--- src/rtl/wordbuf_4ph_pkg.sv ---
package wordbuf_4ph_pkg;

    localparam int unsigned DEF_DATA_W = 32;

    typedef enum logic [0:0] {
        IN_IDLE = 1'b0,
        IN_HELD = 1'b1
    } in_state_t;

    typedef enum logic [1:0] {
        OUT_IDLE  = 2'd0,
        OUT_OFFER = 2'd1,
        OUT_DRAIN = 2'd2
    } out_state_t;

    // Output side may open a transaction only with a word in hand,
    // the input side closed, and the receiver idle.
    function automatic logic offer_allowed(input logic full,
                                           input logic in_ack,
                                           input logic rx_ack);
        return full && !in_ack && !rx_ack;
    endfunction

endpackage

--- src/rtl/wordbuf_4ph_inport.sv ---
module wordbuf_4ph_inport
    import wordbuf_4ph_pkg::*;
(
    input  logic clk,
    input  logic rst,
    input  logic src_req,
    input  logic slot_full,
    output logic src_ack,
    output logic load
);

    in_state_t state_q;

    assign load    = (state_q == IN_IDLE) && src_req && !slot_full;
    assign src_ack = (state_q == IN_HELD);

    always_ff @(posedge clk) begin
        if (rst) begin
            state_q <= IN_IDLE;
        end else begin
            unique case (state_q)
                IN_IDLE: if (load)     state_q <= IN_HELD;
                IN_HELD: if (!src_req) state_q <= IN_IDLE;
                default:               state_q <= IN_IDLE;
            endcase
        end
    end

endmodule

--- src/rtl/wordbuf_4ph_slot.sv ---
module wordbuf_4ph_slot #(
    parameter int unsigned W = 32
) (
    input  logic         clk,
    input  logic         rst,
    input  logic         load,
    input  logic [W-1:0] din,
    input  logic         release_word,
    output logic         full,
    output logic [W-1:0] word
);

    always_ff @(posedge clk) begin
        if (rst) begin
            full <= 1'b0;
            word <= '0;
        end else begin
            if (load) begin
                full <= 1'b1;
                word <= din;
            end else if (release_word) begin
                full <= 1'b0;
            end
        end
    end

endmodule

--- src/rtl/wordbuf_4ph_outport.sv ---
module wordbuf_4ph_outport
    import wordbuf_4ph_pkg::*;
(
    input  logic clk,
    input  logic rst,
    input  logic slot_full,
    input  logic in_ack,
    input  logic dst_ack,
    output logic dst_req,
    output logic release_word
);

    out_state_t state_q;

    assign dst_req      = (state_q == OUT_OFFER);
    assign release_word = (state_q == OUT_OFFER) && dst_ack;

    always_ff @(posedge clk) begin
        if (rst) begin
            state_q <= OUT_IDLE;
        end else begin
            unique case (state_q)
                OUT_IDLE:
                    if (offer_allowed(slot_full, in_ack, dst_ack)) state_q <= OUT_OFFER;
                OUT_OFFER:
                    if (dst_ack) state_q <= OUT_DRAIN;
                OUT_DRAIN:
                    if (!dst_ack) state_q <= OUT_IDLE;
                default:
                    state_q <= OUT_IDLE;
            endcase
        end
    end

endmodule

--- src/rtl/wordbuf_4ph.sv ---
module wordbuf_4ph
    import wordbuf_4ph_pkg::*;
#(
    parameter int unsigned DATA_W = DEF_DATA_W
) (
    input  logic              clk,
    input  logic              rst,
    input  logic              src_req,
    input  logic [DATA_W-1:0] src_data,
    output logic              src_ack,
    output logic              dst_req,
    output logic [DATA_W-1:0] dst_data,
    input  logic              dst_ack
);

    logic load;
    logic release_word;
    logic slot_full;

    wordbuf_4ph_inport u_in (
        .clk      (clk),
        .rst      (rst),
        .src_req  (src_req),
        .slot_full(slot_full),
        .src_ack  (src_ack),
        .load     (load)
    );

    wordbuf_4ph_slot #(.W(DATA_W)) u_slot (
        .clk         (clk),
        .rst         (rst),
        .load        (load),
        .din         (src_data),
        .release_word(release_word),
        .full        (slot_full),
        .word        (dst_data)
    );

    wordbuf_4ph_outport u_out (
        .clk         (clk),
        .rst         (rst),
        .slot_full   (slot_full),
        .in_ack      (src_ack),
        .dst_ack     (dst_ack),
        .dst_req     (dst_req),
        .release_word(release_word)
    );

endmodule

--- config.mk ---
export PLATFORM = sky130hd
export DESIGN_NAME = wordbuf_4ph
export DESIGN_NICKNAME = d
export VERILOG_FILES = /design/src/rtl/wordbuf_4ph_pkg.sv /design/src/rtl/wordbuf_4ph_inport.sv /design/src/rtl/wordbuf_4ph_slot.sv /design/src/rtl/wordbuf_4ph_outport.sv /design/src/rtl/wordbuf_4ph.sv
export SDC_FILE = /design/constraint.sdc
export NUM_CORES = 1
export LEC_CHECK = 0
export BUFFER_PORTS_ARGS = -buffer_cell sky130_fd_sc_hd__buf_2
export CAP_MARGIN = 15
export CORE_UTILIZATION = 47
export DETAILED_ROUTE_END_ITERATION = 12
export PLACE_DENSITY = 0.89
export RECOVER_POWER = 100
export SYNTH_ARGS = -nofsm -noshare
export SYNTH_HDL_FRONTEND = slang
export SYNTH_SLANG_ARGS = --single-unit
--- constraint.sdc ---
create_clock -name clk -period 1.35 [get_ports clk]
set_input_delay 0.27 -clock clk [delete_from_list [all_inputs] [get_ports clk]]
set_output_delay 0.27 -clock clk [all_outputs]
set_load 0.005 [all_outputs]
# Yosys cells after proc, flatten, opt, wreduce, memory -nomap -nowiden
# Cells that the tools add are included.
[totals] in_bits=36 mem_bits_rw=0 register_bits=36 rom_bits=0 memories=0 latchBits=0 out_inout_bits=34
[op_classes] n_bitwise=1 n_shift=0 n_reduce_logical=11 magnitude_cmp=0 add_sub_neg=0 mux=9 div_mod_pow=0 n_mul=0 n_eq_ne=5
[ops] cell="2-to-1 mux 2 bit" n=3
[ops] cell="one-hot mux 2 bit (3 select lines)" n=1
[ops] cell="logical AND 1 bit" n=5
[ops] cell="2-to-1 mux 1 bit" n=4
[ops] cell="inequality test 2 x 1 -> 1 bit, second input constant" n=2
[ops] cell="zero test 1 bit" n=3
[ops] cell="AND reduction 3 bit" n=1
[ops] cell="equality test 2 x 1 -> 1 bit, second input constant" n=1
[ops] cell="equality test 2 bit, second input constant" n=1
[ops] cell="zero test 2 bit" n=1
[ops] cell="inequality test 2 bit, second input constant" n=1
[ops] cell="one-hot mux 1 bit (2 select lines)" n=1
[ops] cell="nonzero test 2 bit" n=1
[ops] cell="inverter 1 bit" n=1

# Depth between registers and ports, before layout
# Gate-level depths: netlist of run 1.
[depth] ltp_word=5 mapped_depth=4 mapped_depth_nobuf=2

# Modules after synthesis
# Synthesis of run 1 repeated with hierarchy kept, for this count alone.
[unflattened] hier_cells=121 hier_area_um2=1338.8
[modules_own_cells] mod="wordbuf_4ph_slot" seq_area_each_um2=660.6 n_inst=1 area_per_inst_um2=1204.9 cells_each=108
[modules_own_cells] mod="wordbuf_4ph_outport" seq_area_each_um2=40.0 n_inst=1 area_per_inst_um2=87.6 cells_each=9
[modules_own_cells] mod="wordbuf_4ph_inport" seq_area_each_um2=20.0 n_inst=1 area_per_inst_um2=46.3 cells_each=4

# Worst setup path after synthesis of run 1
# No wires, ideal clock.
[synth_timing] kind="register to register" startpoint="reg u_in.state_q, in the netlist u_in.src_ack" endpoint="reg u_slot.word[0]" arrival_time_ns=0.942 setup_slack_ns=0.336 stages_incl_launch_ff=5 path_buffers=2 setup_ns=0.072 cell_sequence="dfxtp_1 -> nor3b_2 -> buf_6 -> buf_12 -> mux2i_1"
[synth_between] elab_chain_cells=3
[synth_rtl] element="start: declaration" line_no="wordbuf_4ph_inport.sv:12" source="in_state_t state_q;"
[synth_rtl] element="start signal: assignment" line_no="wordbuf_4ph_inport.sv:19" source="state_q <= IN_IDLE;"
[synth_rtl] element="start signal: assignment" line_no="wordbuf_4ph_inport.sv:22" source="IN_IDLE: if (load) state_q <= IN_HELD;"
[synth_rtl] element="start signal: assignment" line_no="wordbuf_4ph_inport.sv:23" source="IN_HELD: if (!src_req) state_q <= IN_IDLE;"
[synth_rtl] element="inverter 1 bit" line_no="wordbuf_4ph_inport.sv:14" source="assign load = (state_q == IN_IDLE) && src_req && !slot_full;"
[synth_rtl] element="logical AND 1 bit (2 in a row)" line_no="wordbuf_4ph_inport.sv:14"
[synth_rtl] element="end signal: assignment" line_no="wordbuf_4ph_slot.sv:20" source="word <= din;"
[synth_rtl] element="end: declaration" line_no="wordbuf_4ph_slot.sv:10" source="output logic [W-1:0] word"
# No other way between the ends.
# A chain may end at the register's enable or synchronous reset.

# Worst setup path in the final report of run 1
[layout_timing] startpoint="reg u_slot.full" endpoint="reg u_slot.word[19]"
[layout_between] elab_chain_cells=2
[layout_rtl] element="start: declaration" line_no="wordbuf_4ph_slot.sv:9" source="output logic full,"
[layout_rtl] element="start signal: assignment" line_no="wordbuf_4ph_slot.sv:15" source="full <= 1'b0;"
[layout_rtl] element="start signal: assignment" line_no="wordbuf_4ph_slot.sv:19" source="full <= 1'b1;"
[layout_rtl] element="start signal: assignment" line_no="wordbuf_4ph_slot.sv:22" source="full <= 1'b0;"
[layout_rtl] element="zero test 1 bit" line_no="wordbuf_4ph_inport.sv:14"
[layout_rtl] element="logical AND 1 bit" line_no="wordbuf_4ph_inport.sv:14"
# No other way between the ends.

==> results of run 1 <==
-- stage by stage --
| stage | hold slack, ns | setup slack [ns] | power (uW) | utilization, % |
|---|---|---|---|---|
| floorplan | 0.416 | 0.336 | 1480 | - |
| global placement | 0.455 | 0.233 | 1600 | 59.2 |
| detailed placement | 0.458 | 0.194 | 1610 | 59.2 |
| CTS | 0.165 | 0.0623 | 2200 | 61.1 |
| global route | 0.137 | 0.0222 | 2300 | 60.0 |
| finish | 0.181 | 0.112 | 2150 | 60.0 |
-- synthesized netlist by cell type (all sizes together) --
master  instances  area, um2
nand2b         64        400
dfxtp          36        721
mux2i          32        320
buf             6       87.6
clkbuf          5       18.8
nor2b           3       18.8
nor3b           2       20.0
a22o            1       8.76
and3            1       6.26
inv             1       3.75
nand3b          1       7.51
nor3            1       5.00
o21a            1       7.51
xor2            1       8.76
-- worst max-delay path: cells and delay by family (launching register included) --
kind | cells | cell delay, ns
AND/OR/NAND/NOR | 1 | 0.20
flip-flops | 1 | 0.35
multiplexers | 1 | 0.24
buffers and inverters | 1 | 0.36
-- repair_timing --
item,CTS,global route
setup endpoints to repair,0,1
hold buffers,0,0
resized for setup,0,1
-- layout make-up --
type	instances	area share, %
multi-input combinational	107	40.4
sequential	36	36.1
timing repair buffer	71	17.4
tap	46	2.88
clock buffer	6	2.56
clock inverter	2	0.500
inverter	1	0.188
-- cells in the final DEF (no fill, tap or decap), types with 2 or more instances in the layout --
cell      Yosys  routed
nand2b_1     64      64
buf_2         1      45
dfxtp_1      36      35
mux2i_1      32      32
clkbuf_1      5      23
clkbuf_4      0       5
nor2b_1       3       3
clkinv_2      0       2
-- worst max path at each step --
stage	startpoint	endpoint	slack [ns]	cells past startpoint
floorplan	u_in.src_ack$_SDFF_PP0_	u_slot.word[0]$_SDFFE_PP0P_	0.34	4
global placement	src_req	u_slot.word[1]$_SDFFE_PP0P_	0.23	4
detailed placement	src_req	u_slot.word[19]$_SDFFE_PP0P_	0.19	4
CTS	u_out.state_q[0]$_SDFFE_PP0P_	dst_req	0.06	2
global route	u_out.state_q[0]$_SDFFE_PP0P_	dst_req	0.02	2
finish	u_slot.full$_SDFFE_PP0P_	u_slot.word[19]$_SDFFE_PP0P_	0.11	3
-- registers in the layout (all words and copies together) (netlist names) --
| register | flops |
|---|---|
| u_slot.word | 32 |
| u_out.state_q | 2 |
| u_in.src_ack | 1 |
| u_slot.full | 1 |
-- report_power, final --
group          switching, uW  internal, uW
logic                    164           205
clock network            344           248
registers               45.0          1140
-- routing by layer --
metal | up-vias | wire length, um
met5 | - | 0
met2 | 38 | 1400
li1 | 633 | -
met3 | 4 | 175
met1 | 553 | 1310
met4 | 0 | 38
-- cell families (layout without fill, tap and decap cells) --
kind of cell	count (synthesis)	after routing	synth area share, %
XOR/XNOR	1	1	0.536
AND/OR/NAND/NOR	72	72	28.0
AO/OA/AOI/OAI	2	2	0.996
flip-flops	36	36	44.1
buffers and inverters	12	80	6.74
multiplexers	32	32	19.6
==> metrics.md, run 1 <==
| Metric | Value |
|---|---|
| Vias in the first global route | `1059` |
| Via count | `1228` |
| Skew-Pair Late Insertion Delay | `0.33 ns` |
| Netlist Area Pre-Place | `1630 um2` |
| Post-CTS Setup Bufs | `0` |
| Row Count | `21` |
| Rel. slew slack | `74.3%` |
| First-pass GRT wire length | `4500 um` |
| Antenna Nets Post-Route | `0` |
| Iteration-0 DRC Markers | `44` |
| Skew final | `0.00727 ns` |
| Largest net degree at the start of global routing | `69` |
| Port bufs | `69` |
| Syn avg cell area | `10.5 um2` |
| Total Neg Setup Slack | `0 ns` |
| Worst path cell trace | `nor3b_4 > buf_6 > mux2i_1` |
| Die area | `3720 um2` |
| Post-Route WL | `2930 um` |
| Worst Reg-to-Reg Cells | `3` |
| DRT Pass-1 Iters | `4` |
| Startpoint class of the critical path | `register` |
| Critical Path End Type | `register` |
| Post-DP HPWL | `2010 um` |
| Post-synthesis cell count | `155` |
| Met3 usage | `8.53%` |
| Crit Path Class | `register to register` |
| Share of cells above drive strength 1 | `26.0%` |
| GRT met2 Usage | `29.0%` |
| R2r endpoint | `u_slot.word[19]$_SDFFE_PP0P_` |
| Sequential cell area | `722 um2` |
| Worst Hold Depth | `3` |
| Ant diodes | `0` |
| Finished Layout Cells | `269` |
| Die X | `61.0 um` |
| Most Crowded Layer GR | `met2` |
| CP peak stage delay | `0.36 ns` |
| Req. time, crit path | `1.61 ns` |
| GRT Total Usage | `17.2%` |
| Slew @ Worst Pin | `0.386 ns` |
| Hold Path End | `u_slot.word[31]$_SDFFE_PP0P_` |
| HP Class | `input pin to register` |
| Initial Utilization | `49.0%` |
| H-tree levels | `2` |
| Status | `finished clean` |
| IO Pins | `70` |
| Tmin final | `1.24 ns` |
| Die height | `61.0 um` |
| Vias per std cell | `4.57` |
| Syn nets | `191` |
| Multi-input gate area | `810 um2` |
| CTS buffer count | `5` |
| Fmax | `808 MHz` |
| # fillers | `312` |
| Hold Fails Final Rpt | `0` |
| Cell area after layout | `2000 um2` |
| Core area | `3340 um2` |
| Antenna violations before repair | `0` |
| DR DRC count | `0` |
| Slowest cell on the critical path | `buf_6` |
| HP Start | `src_data[31]` |
| Launch point of the worst reg-to-reg path | `u_slot.full$_SDFFE_PP0P_` |
| Static Leak | `0.000873 uW` |
| Clock sinks | `36` |
| RSZ-0062 raised after global routing | `false` |
| CP Max Fanout | `33` |
| WL per Instance | `10.9 um` |
| Max clock buf depth | `2` |
| Inst Count DP | `261` |
| Area Growth Syn to Fin | `22.5%` |
| Placed cell area | `1980 um2` |
| Final Max Tran Viols | `0` |
| Netlist cell types | `17` |
| Synth Register Bits | `36` |
| Final worst path period share | `91.7%` |
| Worst-path clk slew | `0.10 ns` |
| Global route total overflow | `0` |
| GP Congestion | `0.642` |
| CTS tree | `done` |
| Seq/Total Area, Yosys | `44.1%` |
| Max-cap viol count | `0` |
| Maximum vdd ir drop | `0.493 mV` |
| Ys Warns | `0` |
| CTS root buffer | `clkbuf_4` |
| Final nets | `258` |
| Cell Pwr Density | `1070 nW/um2` |
| FF-to-FF setup slack | `0.11 ns` |
| Crit path DAT | `1.50 ns` |
| Final Setup Violations | `0` |
| Met1 Track Usage GR | `18.0%` |
Note: power is estimated with default switching activity, not from simulation.
==> inputs of run 2 (changes only) <==
Clock period 1.35 ns to 1.4 ns, I/O delays scaled along.
==> metrics.md, run 2 (same netlist as run 1, synthesis figures left out) <==
| Metric | Value |
|---|---|
| Area Growth Syn to Fin | `24.0%` |
| CP peak stage delay | `0.39 ns (+0.03 ns)` |
| FF-to-FF setup slack | `0.18 ns (+0.07 ns)` |
| Final core utilization | `60.7% (+0.71 points)` |
| Hold Path End | `u_slot.word[16]$_SDFFE_PP0P_` |
| Crit Path Class | `register to primary output` |
| Critical Path End Type | `primary output` |
| Cell Pwr Density | `1000 nW/um2 (-6.9%)` |
| Vias in the first global route | `1093 (+3.2%)` |
| Cell area after layout | `2030 um2 (+1.2%)` |
| Global route total overflow | `0 (unchanged)` |
| Combinational share of power | `18.8% (+1.6 points)` |
| Final worst path period share | `90.0%` |
| Biggest register | `u_slot.word` |
| Core area | `3340 um2 (unchanged)` |
| Metal-1 WL | `1340 um (+2.1%)` |
| Worst hold slack | `0.205 ns (+0.0236 ns)` |
| DR DRC count | `0 (unchanged)` |
| Met3 wire len | `175 um (unchanged)` |
| Switching part of the total | `25.8% (+0.056 points)` |
| Largest regs | `u_slot.word x32, u_out.state_q x2` |
| Share of cells above drive strength 1 | `26.7% (+0.66 points)` |
| Iteration-0 DRC Markers | `45 (+2.3%)` |
| CTS root buffer | `clkbuf_4` |
| Startpoint class of the critical path | `register` |
| WL per Instance | `11.2 um (+2.4%)` |
| Post-CTS resize count | `0 (unchanged)` |
| Internal Power | `1500 uW (-5.8%)` |
| Antenna Nets Post-Route | `0 (unchanged)` |
| Worst Path Buf+Inv | `1 (unchanged)` |
| Commonest non-fill, non-tap cells in the layout | `nand2b_1 (64), buf_2 (47), dfxtp_1 (36)` |
| Final Setup Violations | `0 (unchanged)` |
| IO Pins | `70 (unchanged)` |
| Worst Hold Depth | `3 (unchanged)` |
| Rel. slew slack | `74.7% (+0.41 points)` |
| Top cell family by delay on the critical path | `flip-flops` |
| # hold bufs at CTS | `0 (unchanged)` |
| GRT Total Usage | `16.5% (-0.66 points)` |
| Via count | `1227 (-0.081%)` |
| CTS tree | `done` |
| Vias per std cell | `4.53 (-0.82%)` |
| Skew-Pair Late Insertion Delay | `0.32 ns (about the same)` |
| Skew final | `0.0166 ns (+0.00938 ns)` |
| Max-cap viol count | `0 (unchanged)` |
| Switching pwr | `522 uW (-5.5%)` |
| Final nets | `261 (+1.2%)` |
| CTS buffer count | `5 (unchanged)` |
| Static Leak | `0.000891 uW (+2.0%)` |
| DR top layer | `met4` |
| Max clock buf depth | `2 (unchanged)` |
| First-pass GRT wire length | `4510 um (+0.31%)` |
| Total Neg Setup Slack | `0 ns (unchanged)` |
| GP Congestion | `0.730 (+14%)` |
| Most common cell after layout, fill and taps aside | `nand2b_1` |
| Post-CTS Setup Bufs | `0 (unchanged)` |
| Initial Utilization | `49.0% (unchanged)` |
| Clock group share of total power | `24.6% (-2.9 points)` |
| Req. time, crit path | `1.12 ns (-0.49 ns)` |
| Maximum vdd ir drop | `0.604 mV (+23%)` |
| Fmax | `793 MHz` |
| Die area | `3720 um2 (unchanged)` |
| # fillers | `315 (+0.96%)` |
| Ant diodes | `0 (unchanged)` |
| Final Max Tran Viols | `0 (unchanged)` |
| Antenna violations before repair | `0 (unchanged)` |
| Slowest cell on the critical path | `dfxtp_1` |
| Tmin final | `1.26 ns` |
| Clock sinks | `36 (unchanged)` |
| HP Start | `src_data[16]` |
| Placed cell area | `2010 um2 (+1.8%)` |
| Reg power frac | `56.6% (+1.3 points)` |
| HP Class | `input pin to register` |
| Post-Route WL | `3030 um (+3.2%)` |
| Worst path cell trace | `nor2b_1 > clkbuf_2` |
| CP Max Fanout | `4 (-88%)` |
| Die height | `61.0 um (unchanged)` |
| RSZ-0062 raised after global routing | `false` |
| Post-DP HPWL | `2180 um (+8.6%)` |
| Hold Fails Final Rpt | `0 (unchanged)` |
| DRT Pass-1 Iters | `4 (unchanged)` |
| Die X | `61.0 um (unchanged)` |
| Status | `finished clean` |
| Crit path DAT | `0.98 ns (-0.52 ns)` |
| Worst Reg-to-Reg Cells | `3 (unchanged)` |
| Launch point of the worst reg-to-reg path | `u_in.src_ack$_SDFF_PP0_` |
| Largest net degree at the start of global routing | `39 (-43%)` |
| H-tree levels | `2 (unchanged)` |
| Port bufs | `69 (unchanged)` |
| Slew @ Worst Pin | `0.378 ns (-0.00787 ns)` |
| Worst-path clk slew | `0.11 ns (about the same)` |
| R2r endpoint | `u_slot.word[1]$_SDFFE_PP0P_` |
| Met2 wire length | `1490 um (+6.1%)` |
| Max reg flops | `32 (unchanged)` |
| Row Count | `21 (unchanged)` |
[run 2: changes by cell type in the layout (fill, tap and decap cells not counted), sizes merged]
cell / change
buf: +5
clkbuf: -2
clkinv: -1
[run 2: worst max path at each step]
| stage | start | slack (ns) | cells after the start | endpoint |
|---|---|---|---|---|
| after floorplan | u_in.src_ack$_SDFF_PP0_ | 0.39 | 4 | u_slot.word[0]$_SDFFE_PP0P_ |
| after global placement | src_req | 0.27 | 4 | u_slot.word[25]$_SDFFE_PP0P_ |
| after detailed placement | src_req | 0.23 | 4 | u_slot.word[27]$_SDFFE_PP0P_ |
| after CTS | u_out.state_q[0]$_SDFFE_PP0P_ | 0.12 | 2 | dst_req |
| after global routing | u_out.state_q[0]$_SDFFE_PP0P_ | 0.08 | 2 | dst_req |
| final | u_out.state_q[0]$_SDFFE_PP0P_ | 0.14 | 2 | dst_req |
[run 2: worst reg2reg max path: cells and delay by family (launching register included)]
kind          cells  cell delay [ns]
buf+inv           1             0.24
mux               1             0.21
simple gates      1             0.35
flops             1             0.35
[run 2: power groups by stage]
stage          clock (uW)  combinational (uW)  sequential (uW)
2_1_floorplan           0                 250             1170
3_3_place_gp            0                 391             1170
3_5_place_dp            0                 398             1170
4_1_cts               511                 400             1150
5_1_grt               566                 423             1160
6_report              499                 381             1150
[run 2: area by class of cell]
class | count | area, um2 | area share [%]
clock inverters | 1 | 5.00 | 0.247
well taps | 46 | 57.6 | 2.84
multi-input cells | 107 | 803 | 39.7
repair buffers | 74 | 394 | 19.5
inverters | 1 | 3.75 | 0.185
flip-flops and latches | 36 | 721 | 35.6
clock buffers | 6 | 41.3 | 2.04
[run 2: through the flow]
| stage | cells | setup WS [ns] | total power (uW) |
|---|---|---|---|
| 3_5_place_dp | 264 | 0.229 | 1570 |
| 3_3_place_gp | 264 | 0.271 | 1560 |
| 4_1_cts | 271 | 0.123 | 2060 |
| 2_1_floorplan | 155 | 0.386 | 1420 |
| 5_1_grt | 271 | 0.0818 | 2150 |
| 6_report | 271 | 0.140 | 2030 |
[run 2: per-layer routing]
metal	vias to the layer above	GRT usage, %
met4	0	3.90
met5	-	0
met3	2	4.90
met1	552	17.8
li1	635	-
met2	38	31.4
==> inputs of run 3 (changes only) <==
--- a/config.mk
+++ b/config.mk
@@ -7,7 +7,7 @@
 export LEC_CHECK = 0
-export BUFFER_PORTS_ARGS = -buffer_cell sky130_fd_sc_hd__buf_2
 export CAP_MARGIN = 15
-export CORE_UTILIZATION = 47
+export CORE_UTILIZATION = 50
 export DETAILED_ROUTE_END_ITERATION = 12
-export PLACE_DENSITY = 0.89
+export DONT_BUFFER_PORTS = 1
+export PLACE_DENSITY = 0.75
 export RECOVER_POWER = 100
==> constraint.sdc (replaced) <==
create_clock -name clk -period 1.4 [get_ports clk]
set_input_delay 0.35 -clock clk [delete_from_list [all_inputs] [get_ports clk]]
set_output_delay 0.35 -clock clk [all_outputs]
set_load 0.005 [all_outputs]
==> metrics.md, run 3 (same netlist as run 1, synthesis figures left out) <==
| Metric | Value |
|---|---|
| Maximum vdd ir drop | `0.502 mV (-17%)` |
| Startpoint class of the critical path | `register` |
| Antenna Nets Post-Route | `0 (unchanged)` |
| Die area | `3500 um2 (-5.8%)` |
| Post-CTS Setup Bufs | `0 (unchanged)` |
| CTS root buffer | `clkbuf_4` |
| Crit Path Class | `register to primary output` |
| Final Max Tran Viols | `0 (unchanged)` |
| IO Pins | `70 (unchanged)` |
| Commonest non-fill, non-tap cells in the layout | `nand2b_1 (64), dfxtp_1 (36), mux2i_1 (32)` |
| DR DRC count | `0 (unchanged)` |
| Global route total overflow | `0 (unchanged)` |
| HP Class | `input pin to register` |
| Most common cell after layout, fill and taps aside | `nand2b_1` |
| Iteration-0 DRC Markers | `39 (-13%)` |
| Port bufs | `0 (-100%)` |
| RSZ-0062 raised after global routing | `false` |
| Hold Fails Final Rpt | `0 (unchanged)` |
| Top cell family by delay on the critical path | `flip-flops` |
| GRT met2 Usage | `29.4% (-2.0 points)` |
| CTS tree | `done` |
| CP peak stage delay | `0.39 ns (about the same)` |
| DRT Pass-1 Iters | `4 (unchanged)` |
| Vias per std cell | `5.02 (+11%)` |
| Cell Pwr Density | `1130 nW/um2 (+13%)` |
| Row Count | `20 (-4.8%)` |
| WL per Instance | `14.1 um (+26%)` |
| FF-to-FF setup slack | `0.23 ns (+0.05 ns)` |
| Req. time, crit path | `1.05 ns (-0.07 ns)` |
| Via count | `973 (-21%)` |
| H-tree levels | `2 (unchanged)` |
| Core area | `3080 um2 (-7.8%)` |
| Biggest register | `u_slot.word` |
| Largest net degree at the start of global routing | `69 (+77%)` |
| Status | `finished clean` |
| Worst-path clk slew | `0.09 ns (-0.02 ns)` |
| Critical Path End Type | `primary output` |
| Area Growth Syn to Fin | `0.766%` |
| Static Leak | `0.000630 uW (-29%)` |
| Slew @ Worst Pin | `0.230 ns (-0.149 ns)` |
| Initial Utilization | `53.1% (+4.1 points)` |
| Clock sinks | `36 (unchanged)` |
| Tmin final | `1.25 ns (-0.0111 ns)` |
| Post-DP HPWL | `1880 um (-14%)` |
| Final core utilization | `53.5% (-7.2 points)` |
| Final Setup Violations | `0 (unchanged)` |
| Skew-Pair Late Insertion Delay | `0.32 ns (about the same)` |
| Final worst path period share | `89.2% (-0.80 points)` |
| Post-Route WL | `2730 um (-9.8%)` |
| Antenna violations before repair | `0 (unchanged)` |
| Worst Path Buf+Inv | `0 (-1)` |
| Share of cells above drive strength 1 | `4.67% (-22 points)` |
| Max clock buf depth | `2 (unchanged)` |
| Rel. slew slack | `84.7% (+10 points)` |
| Total Neg Setup Slack | `0 ns (unchanged)` |
| GRT Total Usage | `16.9% (+0.35 points)` |
| Die X | `59.2 um (-3.0%)` |
| Met1 Track Usage GR | `16.5% (-1.3 points)` |
| Most Crowded Layer GR | `met2` |
| Crit path DAT | `0.90 ns (-0.08 ns)` |
| Skew final | `0.00177 ns (-0.0149 ns)` |
| Worst Slack Setup Final | `0.151 ns (+0.0111 ns)` |
| CP Max Fanout | `4 (unchanged)` |
| Worst path cell trace | `nor2b_1` |
| Max reg flops | `32 (unchanged)` |
| Largest regs | `u_slot.word x32, u_out.state_q x2` |
| Fmax | `801 MHz (+0.89%)` |
| Final nets | `188 (-28%)` |
| First-pass GRT wire length | `4240 um (-6.0%)` |
| # hold bufs at CTS | `0 (unchanged)` |
| Max-cap viol count | `0 (unchanged)` |
| CTS buffer count | `5 (unchanged)` |
| Met3 usage | `9.17% (+4.3 points)` |
| Slowest cell on the critical path | `dfxtp_1` |
| Post-CTS resize count | `0 (unchanged)` |
| Setup WS pre-CTS | `0.230 ns (+0.000592 ns)` |
| GP Congestion | `0.616 (-16%)` |
| Die height | `59.2 um (-3.0%)` |
| Vias in the first global route | `982 (-10%)` |
| Ant diodes | `0 (unchanged)` |
==> run 3: cell types whose count changed in the layout (fill, tap and decap cells not counted) <==
cell      previous run  this run
clkbuf_2             1         0
buf_2               47         0
nor3b_2              1         0
clkbuf_1            22         0
nor3b_4              0         1
clkinv_2             1         0
buf_4                2         0
buf_12               3         1
==> run 3: layout make-up <==
cell class,instances,area [um2]
fill,294,1430
multi-input combinational,107,810
sequential,36,721
tap,44,55.1
clock buffer,5,37.5
timing repair buffer,1,20.0
inverter,1,3.75
==> run 3: final timing paths <==
kind                            cells past startpoint                      endpoint                          start
worst min-delay path                                1       u_in.src_ack$_SDFF_PP0_                            rst
worst max register to register                      3  u_slot.word[28]$_SDFFE_PP0P_        u_in.src_ack$_SDFF_PP0_
worst min register to register                      2  u_slot.word[14]$_SDFFE_PP0P_   u_slot.word[14]$_SDFFE_PP0P_
worst max-delay path                                1                       dst_req  u_out.state_q[0]$_SDFFE_PP0P_
==> run 3: where the power goes <==
part	total [uW]	switching, uW	internal, uW
Combinational	225	93.4	132
Sequential	1170	64.2	1100
Clock	460	293	168
==> run 3: metrics by stage <==
step | area [um2] | hold slack (ns) | power (uW) | cells
floorplan | 1630 | 0.465 | 1420 | 155
global placement | 1610 | 0.435 | 1410 | 189
detailed placement | 1610 | 0.435 | 1420 | 189
CTS | 1650 | 0.0766 | 1880 | 194
global route | 1650 | 0.0498 | 1960 | 194
finish | 1650 | 0.104 | 1850 | 194
==> run 3: metal layers <==
metal	vias up	share of wire [%]
met5	-	0
met4	0	1.4
met3	6	9.6
met2	42	48
met1	434	41
li1	491	-
